$ cat src/rtl/cfd_pkg.sv
package cfd_pkg;
    typedef enum logic [0:0] {
        ST_IDLE = 1'b0,
        ST_ARG  = 1'b1
    } asm_state_t;

    localparam logic [7:0] OP_STOP     = 8'h00;
    localparam logic [7:0] OP_TUNE     = 8'h01;
    localparam logic [7:0] OP_RATE     = 8'h02;
    localparam logic [7:0] OP_GAIN_DB  = 8'h04;
    localparam logic [7:0] OP_GAIN_IDX = 8'h0D;
endpackage

$ cat src/rtl/cfd_assembler.sv
module cfd_assembler
    import cfd_pkg::*;
#(
    parameter int ARG_BYTES = 4,
    localparam int ARG_W = 8 * ARG_BYTES,
    localparam int CNT_W = (ARG_BYTES > 1) ? $clog2(ARG_BYTES) : 1
) (
    input  logic             clk,
    input  logic             rst_n,
    input  logic             clr,
    input  logic             byte_vld,
    input  logic [7:0]       byte_data,
    output logic             frm_vld,
    output logic [7:0]       frm_op,
    output logic [ARG_W-1:0] frm_arg,
    output logic             stop_pls
);
    asm_state_t       state_q, state_d;
    logic [CNT_W-1:0] cnt_q, cnt_d;
    logic [7:0]       op_q, op_d;
    logic [ARG_W-1:0] sh_q, sh_d;
    logic             take, last_byte, stop_seen;

    assign take      = byte_vld && !clr;
    assign last_byte = (state_q == ST_ARG) && (cnt_q == CNT_W'(ARG_BYTES - 1));
    assign stop_seen = take && (state_q == ST_IDLE) && (byte_data == OP_STOP);

    always_comb begin
        state_d = state_q;
        cnt_d   = cnt_q;
        op_d    = op_q;
        sh_d    = sh_q;
        if (clr) begin
            state_d = ST_IDLE;
            cnt_d   = '0;
        end else if (byte_vld) begin
            unique case (state_q)
                ST_IDLE: begin
                    if (byte_data != OP_STOP) begin
                        state_d = ST_ARG;
                        op_d    = byte_data;
                        cnt_d   = '0;
                    end
                end
                ST_ARG: begin
                    sh_d = {sh_q[ARG_W-9:0], byte_data};
                    if (last_byte) begin
                        state_d = ST_IDLE;
                        cnt_d   = '0;
                    end else begin
                        cnt_d = cnt_q + 1'b1;
                    end
                end
            endcase
        end
    end

    always_ff @(posedge clk or negedge rst_n) begin
        if (!rst_n) begin
            state_q <= ST_IDLE;
            cnt_q   <= '0;
            op_q    <= '0;
            sh_q    <= '0;
        end else begin
            state_q <= state_d;
            cnt_q   <= cnt_d;
            op_q    <= op_d;
            sh_q    <= sh_d;
        end
    end

    always_ff @(posedge clk or negedge rst_n) begin
        if (!rst_n) begin
            frm_vld  <= 1'b0;
            stop_pls <= 1'b0;
            frm_op   <= '0;
            frm_arg  <= '0;
        end else begin
            frm_vld  <= take && last_byte;
            stop_pls <= stop_seen;
            if (take && last_byte) begin
                frm_op  <= op_q;
                frm_arg <= {sh_q[ARG_W-9:0], byte_data};
            end
        end
    end

    // a completed frame leaves the assembler waiting for an opcode
    a_r3_idle_after_frame: assert property (@(posedge clk) disable iff (!rst_n)
        frm_vld |-> state_q == ST_IDLE);
    // stop and frame pulses are exclusive
    a_r2_stop_no_frame: assert property (@(posedge clk) disable iff (!rst_n)
        stop_pls |-> !frm_vld);
    // clear empties the assembler with no pulse
    a_r9_clear_idle: assert property (@(posedge clk) disable iff (!rst_n)
        clr |=> (state_q == ST_IDLE) && !frm_vld && !stop_pls);
endmodule

$ cat src/rtl/cfd_regfile.sv
module cfd_regfile
    import cfd_pkg::*;
#(
    parameter int          ARG_W        = 32,
    parameter int          GAIN_ENTRIES = 29,
    parameter logic [31:0] FREQ_INIT    = 32'd94_500_000,
    parameter logic [31:0] RATE_INIT    = 32'd100_000,
    parameter logic [31:0] GAIN_INIT    = 32'd0,
    localparam int IDX_W = $clog2(GAIN_ENTRIES)
) (
    input  logic             clk,
    input  logic             rst_n,
    input  logic             frm_vld,
    input  logic [7:0]       frm_op,
    input  logic [ARG_W-1:0] frm_arg,
    output logic [IDX_W-1:0] gain_sel_idx,
    input  logic [ARG_W-1:0] gain_sel_val,
    output logic [ARG_W-1:0] freq_reg,
    output logic [ARG_W-1:0] rate_reg,
    output logic [ARG_W-1:0] gain_reg
);
    always_comb begin
        if (frm_arg >= ARG_W'(GAIN_ENTRIES))
            gain_sel_idx = IDX_W'(GAIN_ENTRIES - 1);
        else
            gain_sel_idx = frm_arg[IDX_W-1:0];
    end

    always_ff @(posedge clk or negedge rst_n) begin
        if (!rst_n) begin
            freq_reg <= ARG_W'(FREQ_INIT);
            rate_reg <= ARG_W'(RATE_INIT);
            gain_reg <= ARG_W'(GAIN_INIT);
        end else if (frm_vld) begin
            case (frm_op)
                OP_TUNE:     freq_reg <= frm_arg + rate_reg;
                OP_RATE: begin
                    rate_reg <= frm_arg;
                    freq_reg <= frm_arg + frm_arg;
                end
                OP_GAIN_DB:  gain_reg <= frm_arg;
                OP_GAIN_IDX: gain_reg <= gain_sel_val;
                default: ;
            endcase
        end
    end

    // a rate command loads the argument
    a_r5_rate_load: assert property (@(posedge clk) disable iff (!rst_n)
        (frm_vld && frm_op == OP_RATE) |=> rate_reg == $past(frm_arg));
    // the clamped index stays within the table
    a_r7_idx_clamp: assert property (@(posedge clk) disable iff (!rst_n)
        frm_vld |-> gain_sel_idx <= IDX_W'(GAIN_ENTRIES - 1));
    // unknown opcodes leave every register alone
    a_r8_unknown_stable: assert property (@(posedge clk) disable iff (!rst_n)
        (frm_vld && frm_op != OP_TUNE && frm_op != OP_RATE &&
         frm_op != OP_GAIN_DB && frm_op != OP_GAIN_IDX)
        |=> $stable(freq_reg) && $stable(rate_reg) && $stable(gain_reg));
endmodule

$ cat src/rtl/cmd_frame_decoder.sv
module cmd_frame_decoder #(
    parameter int          ARG_BYTES    = 4,
    parameter int          GAIN_ENTRIES = 29,
    parameter logic [31:0] FREQ_INIT    = 32'd94_500_000,
    parameter logic [31:0] RATE_INIT    = 32'd100_000,
    parameter logic [31:0] GAIN_INIT    = 32'd0,
    localparam int ARG_W = 8 * ARG_BYTES,
    localparam int IDX_W = $clog2(GAIN_ENTRIES)
) (
    input  logic             clk,
    input  logic             rst_n,
    input  logic             clr,
    input  logic             byte_vld,
    input  logic [7:0]       byte_data,
    output logic             frm_vld,
    output logic [7:0]       frm_op,
    output logic [ARG_W-1:0] frm_arg,
    output logic             stop_pls,
    output logic [IDX_W-1:0] gain_sel_idx,
    input  logic [ARG_W-1:0] gain_sel_val,
    output logic [ARG_W-1:0] freq_reg,
    output logic [ARG_W-1:0] rate_reg,
    output logic [ARG_W-1:0] gain_reg
);
    cfd_assembler #(.ARG_BYTES(ARG_BYTES)) u_asm (
        .clk       (clk),
        .rst_n     (rst_n),
        .clr       (clr),
        .byte_vld  (byte_vld),
        .byte_data (byte_data),
        .frm_vld   (frm_vld),
        .frm_op    (frm_op),
        .frm_arg   (frm_arg),
        .stop_pls  (stop_pls)
    );

    cfd_regfile #(
        .ARG_W        (ARG_W),
        .GAIN_ENTRIES (GAIN_ENTRIES),
        .FREQ_INIT    (FREQ_INIT),
        .RATE_INIT    (RATE_INIT),
        .GAIN_INIT    (GAIN_INIT)
    ) u_regs (
        .clk          (clk),
        .rst_n        (rst_n),
        .frm_vld      (frm_vld),
        .frm_op       (frm_op),
        .frm_arg      (frm_arg),
        .gain_sel_idx (gain_sel_idx),
        .gain_sel_val (gain_sel_val),
        .freq_reg     (freq_reg),
        .rate_reg     (rate_reg),
        .gain_reg     (gain_reg)
    );
endmodule

$ cat config.mk
export PLATFORM = sky130hd
export DESIGN_NAME = cmd_frame_decoder
export DESIGN_NICKNAME = d
export VERILOG_FILES = /design/src/rtl/cfd_pkg.sv /design/src/rtl/cfd_assembler.sv /design/src/rtl/cfd_regfile.sv /design/src/rtl/cmd_frame_decoder.sv
export SDC_FILE = /design/constraint.sdc
export NUM_CORES = 1
export LEC_CHECK = 0
export ABC_AREA = 0
export CELL_PAD_IN_SITES_DETAIL_PLACEMENT = 0
export CELL_PAD_IN_SITES_GLOBAL_PLACEMENT = 1
export CORE_AREA = 3 3 135 137
export DETAILED_ROUTE_END_ITERATION = 6
export DIE_AREA = 0 0 138 140
export DONT_BUFFER_PORTS = 1
export PLACE_DENSITY = 0.86
export SYNTH_ARGS = -nofsm -noshare
export SYNTH_HDL_FRONTEND = slang
export SYNTH_SLANG_ARGS = --single-unit
$ cat constraint.sdc
create_clock -name clk -period 11.5 [get_ports clk]
set_input_delay 1.725 -clock clk [delete_from_list [all_inputs] [get_ports clk]]
set_output_delay 1.725 -clock clk [all_outputs]
set_load 0.03 [all_outputs]
==> out/qor.yml, run 1 <==
period_minus_slack_ps: 4603
cellPowerDensity_mw_per_mm2: 133.6
place_hpwl_mm: 16.31
clkPwrFrac_pct: 46.9
io_pins: 187
async_flop_share_pct: 100.0
place_congestion: 0.8716
htreeDepth: 4
internal-power_mw: 1.006
setup_viol: 0
synth_area_mm2: 0.008971
route.vias.total: 6604
row_count: 48
holdCritPathClass: "register to register"
grt_max_degree: 174
fin_nets: 978
synth-seq-cells: 173
clk_latency_ps: 430
power.leakage_nw: 4.770
yosysSeqAreaShare_pct: 48.51
ir_worst_vdd_mv: 0.09983
syn2layout_area_growth_pct: 9.038
status: "complete, no violations"
grt_pass1_wl_mm: 35.74
cp_max_fo: 36
synth_warnings: 0
drt-total-wl_mm: 22.71
seq_power_share_pct: 50.4
cts_repair_resize_count: 0
antenna_found_initial: 0
seq_area_mm2: 0.004352
first_pass_iters: 7
hold_violations: 0
synth-edff-count: 0
synthCells: 911
report.final.slew_viol_count: 0
grt_pass1_vias: 6366
die_width_um: 138
grt_overflow: 0
ant_nets: 0
p_sw_share_pct: 23.02
grt.total_usage_pct: 23.11
clock_skew_ps: 8.812
critPathKind: "register to register"
finalCritPeriodShare_pct: 40.03
fmax_ghz: 0.2173
dieArea_mm2: 0.01932
drive_above_1_share_pct: 16.58
synth_top_area_share_pct: 43.24
start_kind: "register"
initialDrtViolationCount: 432
antenna_cells: 0
clock-sinks: 173
synth_area_leaders: "dfrtp_1 43%, nand2_1 11%, mux2_2 9.9%"
maxCapViolations: 0
cts_buffer_depth: 2
cp.arrival_ps: 4950
final.fill_count: 1551
final_core_util_pct: 56.95
synth_top_flop_cell: "dfrtp_1"
rsz0062_at_grt: "no"
root_buffer: "clkbuf_16"
core_mm2: 0.01718
wl_per_cell_um: 19.99
switchingPower_mw: 0.3009
synth_cell_type_count: 61
multi_input_area_mm2: 0.004422
syn_avg_cell_area_um2: 9.848
post_cts_buffers: 0
start_util_pct: 52.23
tightest_slew_ps: 1113
cp.required_ps: 11850
slew_headroom_pct: 25.72
drc: 0
yosysTopAreaCell: "dfrtp_1"
end_kind: "register"
viasPerCell: 5.813
cts_buffers: 17
io_buffers: 0
cts_tree: "built"
synthesis.nets: 991
comb_power_share_pct: 2.7
cts-hold-fix-buffers: 0
dieHeight_um: 140
setup_tns_ps: 0
path_clk_slew_ps: 70
-- layer usage --
layer	track usage [%]	up-vias	wire, um
li1	-	3161	-
met1	30.96	3193	10210
met2	36.18	211	10430
met3	6.760	39	1483
met4	8.060	0	584
met5	0	-	0
-- worst paths after layout --
path	startpoint	end	slack [ps]	depth (start not counted)
worst min register to register	u_asm.sh_q[20]$_DFFE_PN0P_	u_asm.sh_q[20]$_DFFE_PN0P_	470	2
min in group asynchronous	rst_n	u_regs.freq_reg[0]$_DFFE_PN0P_	990	0
worst max register to register	u_asm.frm_op[5]$_DFFE_PN0P_	u_regs.freq_reg[24]$_DFFE_PN1P_	6900	16
max in group asynchronous	rst_n	u_regs.rate_reg[16]$_DFFE_PN1P_	10060	0
worst max-delay path	u_asm.frm_op[5]$_DFFE_PN0P_	u_regs.freq_reg[24]$_DFFE_PN1P_	6900	16
worst min-delay path	u_asm.sh_q[20]$_DFFE_PN0P_	u_asm.sh_q[20]$_DFFE_PN0P_	470	2
-- logic make-up after synthesis --
kind of cell,synth area share [%]
and+or+nand+nor,17.15
DFF,48.51
buffers and inverters,2.329
xor gates and xnor gates,2.343
AOI/OAI and AO/OA,11.07
adders and majority gates,5.105
muxes,13.49
-- Yosys cell counts (all sizes together), types with 2 or more instances --
library cell	instances
inv	10
a21o	14
nand2	255
or3	4
nand3	17
xnor2	12
nand2b	5
o211ai	5
clkbuf	28
o22ai	2
nor3b	4
o21a	8
dfstp	18
mux2i	32
ha	35
xor2	12
or2	2
nor4	12
and3	7
a211o	2
nor3	9
nor4b	3
nor2	16
a21oi	38
a211oi	6
nand3b	2
o31ai	4
o21ai	74
nand4	5
buf	12
nor2b	4
a31oi	2
or4b	2
dfrtp	155
mux2	79
-- metrics by stage --
| stage | cells | power [mW] | setup slack (ps) | hold WS (ps) | cell area [um2] |
|---|---|---|---|---|---|
| CTS | 1136 | 1.317 | 6891 | 483.1 | 9782 |
| global route | 1136 | 1.356 | 6515 | 508.1 | 9782 |
| global placement | 1104 | 0.7030 | 7023 | 455.0 | 9153 |
| floorplan | 911 | 0.6934 | 7466 | 441.8 | 8971 |
| finish | 1136 | 1.307 | 6897 | 473.1 | 9782 |
| detailed placement | 1104 | 0.7055 | 6920 | 463.3 | 9153 |
-- worst max-delay path: stages (launching register included) --
cell,delay (ps)
dfrtp_1,510
or4_1,630
nor3_2,210
nand3b_1,120
buf_4,260
inv_2,410
nand2_1,100
nand2_1,90
ha_1,280
nand2_1,120
or4b_1,480
o21a_1,210
o21ai_0,370
a211o_1,200
nand4b_1,190
xnor2_1,180
o21ai_0,150
-- power groups by stage --
| stage | combinational [mW] | sequential (mW) | clock (mW) |
|---|---|---|---|
| 4_1_cts | 0.0355 | 0.659 | 0.623 |
| 3_5_place_dp | 0.0351 | 0.670 | 0 |
| 3_3_place_gp | 0.0332 | 0.670 | 0 |
| 6_report | 0.0347 | 0.659 | 0.613 |
| 2_1_floorplan | 0.0298 | 0.664 | 0 |
| 5_1_grt | 0.0404 | 0.663 | 0.653 |
-- cells in the final DEF, fill, tap and decap left out, types with 5 or more instances in the layout --
cell type,instances
nor2_1,16
and3_1,5
dfstp_2,18
buf_4,8
nand4_1,5
o21a_1,8
a21o_1,13
nand3_1,13
nand2b_1,5
a21oi_1,38
mux2i_1,32
dfrtp_1,155
mux2_2,79
nor4_1,11
ha_1,35
nand2_1,255
inv_1,9
a211oi_1,5
clkbuf_16,17
o21ai_0,74
nor3_1,8
xor2_1,12
xnor2_1,12
-- cell type report --
cell class                      count  share of cell area, %
Multi-Input combinational cell    688                  45.20
Sequential cell                   173                  44.49
Clock buffer                       17                  4.349
Tap cell                          225                  2.878
Clock inverter                     15                  2.085
Timing Repair Buffer                8                 0.6140
Inverter                           10                 0.3837
Power figures use the tool's default switching activity.
==> inputs of run 2 (changes only) <==
--- a/config.mk
+++ b/config.mk
@@ -8,11 +8,11 @@
 export ABC_AREA = 0
 export CELL_PAD_IN_SITES_DETAIL_PLACEMENT = 0
 export CELL_PAD_IN_SITES_GLOBAL_PLACEMENT = 1
-export CORE_AREA = 3 3 135 137
+export CORE_AREA = 3 3 140 142
 export DETAILED_ROUTE_END_ITERATION = 6
-export DIE_AREA = 0 0 138 140
+export DIE_AREA = 0 0 143 145
 export DONT_BUFFER_PORTS = 1
-export PLACE_DENSITY = 0.86
+export PLACE_DENSITY = 0.81
 export SYNTH_ARGS = -nofsm -noshare
 export SYNTH_HDL_FRONTEND = slang
 export SYNTH_SLANG_ARGS = --single-unit
==> constraint.sdc (replaced) <==
create_clock -name clk -period 4.34 [get_ports clk]
set_input_delay 0.651 -clock clk [delete_from_list [all_inputs] [get_ports clk]]
set_output_delay 0.651 -clock clk [all_outputs]
set_load 0.03 [all_outputs]
==> out/qor.yml, run 2 (synthesis gave the netlist of run 1 again) <==
place_ws_ps: 76.52  # was 6920 ps
period_minus_slack_ps: 4141  # was 4603 ps
syn2layout_area_growth_pct: 11.19  # was 9.038%
start_util_pct: 48.28  # was 52.23%
antenna_cells: 0  # unchanged
root_buffer: "clkbuf_16"  # unchanged
final_common_cell: "nand2_1"  # unchanged
clock_skew_ps: 11.26  # was 8.812 ps
cp.arrival_ps: 4510  # was 4950 ps
drive_above_1_share_pct: 19.12  # was 16.58%
ir_worst_vdd_mv: 0.2707  # was 0.09983 mV
initialDrtViolationCount: 460  # was 432
hold_violations: 0  # unchanged
grt_max_degree: 156  # was 174
grt_pass1_wl_mm: 37.47  # was 35.74 mm
io_pins: 187  # unchanged
row_count: 50  # was 48
dieArea_mm2: 0.02074  # was 0.01932 mm2
clock-sinks: 173  # unchanged
die_width_um: 143  # was 138 um
end_kind: "register"  # unchanged
place_hpwl_mm: 16.99  # was 16.31 mm
critPathKind: "register to register"  # unchanged
ff2ff_setup_slack_ps: 200  # was 6900 ps
start_kind: "register"  # unchanged
setup_ws_ps: 199.4  # was 6897 ps
final.fill_count: 1660  # was 1551
finalCritPeriodShare_pct: 95.40  # was 40.03%
power_mw: 3.397  # was 1.307 mW
clk_latency_ps: 430  # about the same
post_cts_buffers: 0  # unchanged
io_buffers: 0  # unchanged
cts_buffers: 17  # unchanged
hold_slack_ps: 56.21  # was 473.1 ps
grt_overflow: 0  # unchanged
slew_headroom_pct: 23.93  # was 25.72%
viasPerCell: 5.707  # was 5.813
setup_viol: 0  # unchanged
setup_tns_ps: 0  # unchanged
path_clk_slew_ps: 80  # was 70 ps
mostFrequentLayoutCells: "255 x nand2_1, 155 x dfrtp_1, 79 x mux2_2, 73 x o21ai_0, 37 x a21oi_1"  # was 255 x nand2_1, 155 x dfrtp_1, 79 x mux2_2, 74 x o21ai_0, 38 x a21oi_1
htreeDepth: 4  # unchanged
drc: 0  # unchanged
grt_pass1_vias: 6386  # was 6366
cp.required_ps: 4710  # was 11850 ps
core_mm2: 0.01858  # was 0.01718 mm2
route.vias.total: 6649  # was 6604
r2r-start: "u_asm.frm_op[5]$_DFFE_PN0P_"  # unchanged
power.leakage_nw: 4.869  # was 4.770 nW
cellPowerDensity_mw_per_mm2: 340.5  # was 133.6 mW/mm2
first_pass_iters: 5  # was 7
fmax_ghz: 0.2415  # was 0.2173 GHz
maxCapViolations: 0  # unchanged
drt-total-wl_mm: 23.90  # was 22.71 mm
ant_nets: 0  # unchanged
cts_buffer_depth: 2  # unchanged
status: "complete, no violations"  # unchanged
wl_per_cell_um: 20.51  # was 19.99 um
grt.total_usage_pct: 23.09  # was 23.11%
cts_tree: "built"  # unchanged
cp_max_fo: 36  # unchanged
report.final.slew_viol_count: 0  # unchanged
reg2regPathDepth: 17  # was 16
dieHeight_um: 145  # was 140 um
antenna_found_initial: 0  # unchanged
fin_nets: 998  # was 978
holdCritPathClass: "input pin to asynchronous set/reset pin"  # was register to register
reg2reg_to: "u_regs.freq_reg[31]$_DFFE_PN0P_"  # was u_regs.freq_reg[24]$_DFFE_PN1P_
place_congestion: 0.9636  # was 0.8716
tightest_slew_ps: 1140  # was 1113 ps
-- run 2: timing repair --
item / in CTS / in global routing
endpoints found under the hold margin: 155 / 0
setup endpoints to repair: 0 / 9
hold buffers: 1 / 0
gates resized for setup: 0 / 12
-- run 2: routing by layer --
metal	share of wire (%)	track usage (%)
met4	1.6	6.369
met5	0	0
met3	6.2	5.900
met1	45	32.72
met2	47	35.24
-- run 2: area by class of cell --
cell class                 count  area [um2]  share of cell area [%]
clock buffer                  17       425.4                   4.265
clock inverter                15       172.7                   1.731
inverter                      10       37.54                  0.3763
multi-input combinational    688        4453                   44.64
sequential                   173        4352                   43.63
tap                          234       292.8                   2.935
timing repair buffer          28       241.5                   2.421
-- run 2: through the flow --
| stage | utilization [%] | std cells | cell area (um2) |
|---|---|---|---|
| after floorplan | - | 911 | 8971 |
| after global placement | 50.09 | 1132 | 9306 |
| after detailed placement | 50.09 | 1132 | 9306 |
| after CTS | 53.45 | 1165 | 9932 |
| after global routing | 53.68 | 1165 | 9975 |
| final | 53.68 | 1165 | 9975 |
-- run 2: worst max path at each step --
stage	startpoint	slack (ps)	to	cells after the start
CTS	u_asm.frm_op[5]$_DFFE_PN0P_	60	u_regs.freq_reg[31]$_DFFE_PN0P_	17
detailed placement	u_asm.frm_op[5]$_DFFE_PN0P_	80	u_regs.freq_reg[31]$_DFFE_PN0P_	17
global placement	u_asm.frm_op[5]$_DFFE_PN0P_	200	u_regs.freq_reg[31]$_DFFE_PN0P_	17
finish	u_asm.frm_op[5]$_DFFE_PN0P_	200	u_regs.freq_reg[31]$_DFFE_PN0P_	17
floorplan	u_asm.frm_op[5]$_DFFE_PN0P_	310	u_regs.freq_reg[31]$_DFFE_PN0P_	17
global route	u_asm.frm_op[5]$_DFFE_PN0P_	-20	u_regs.freq_reg[29]$_DFFE_PN0P_	17
-- run 2: worst max-delay path, cell delays in order (launching register included) --
cell and delay [ps]:
dfrtp_1 370, or4_1 620, nor3_4 190, nand3b_1 120
buf_6 210, inv_2 160, buf_8 190, nand2_1 70
nand2_1 90, ha_2 220, nand3_2 140, nor4_2 300
a221oi_2 120, a41o_1 250, a211oi_2 270, o22ai_1 180
or4b_1 480, nand4_1 80
-- run 2: power by group --
part,switching (mW),leakage (nW),internal [mW]
registers,0.0548,2.14,1.69
clock network,0.748,0.290,0.780
logic,0.0755,2.44,0.0475
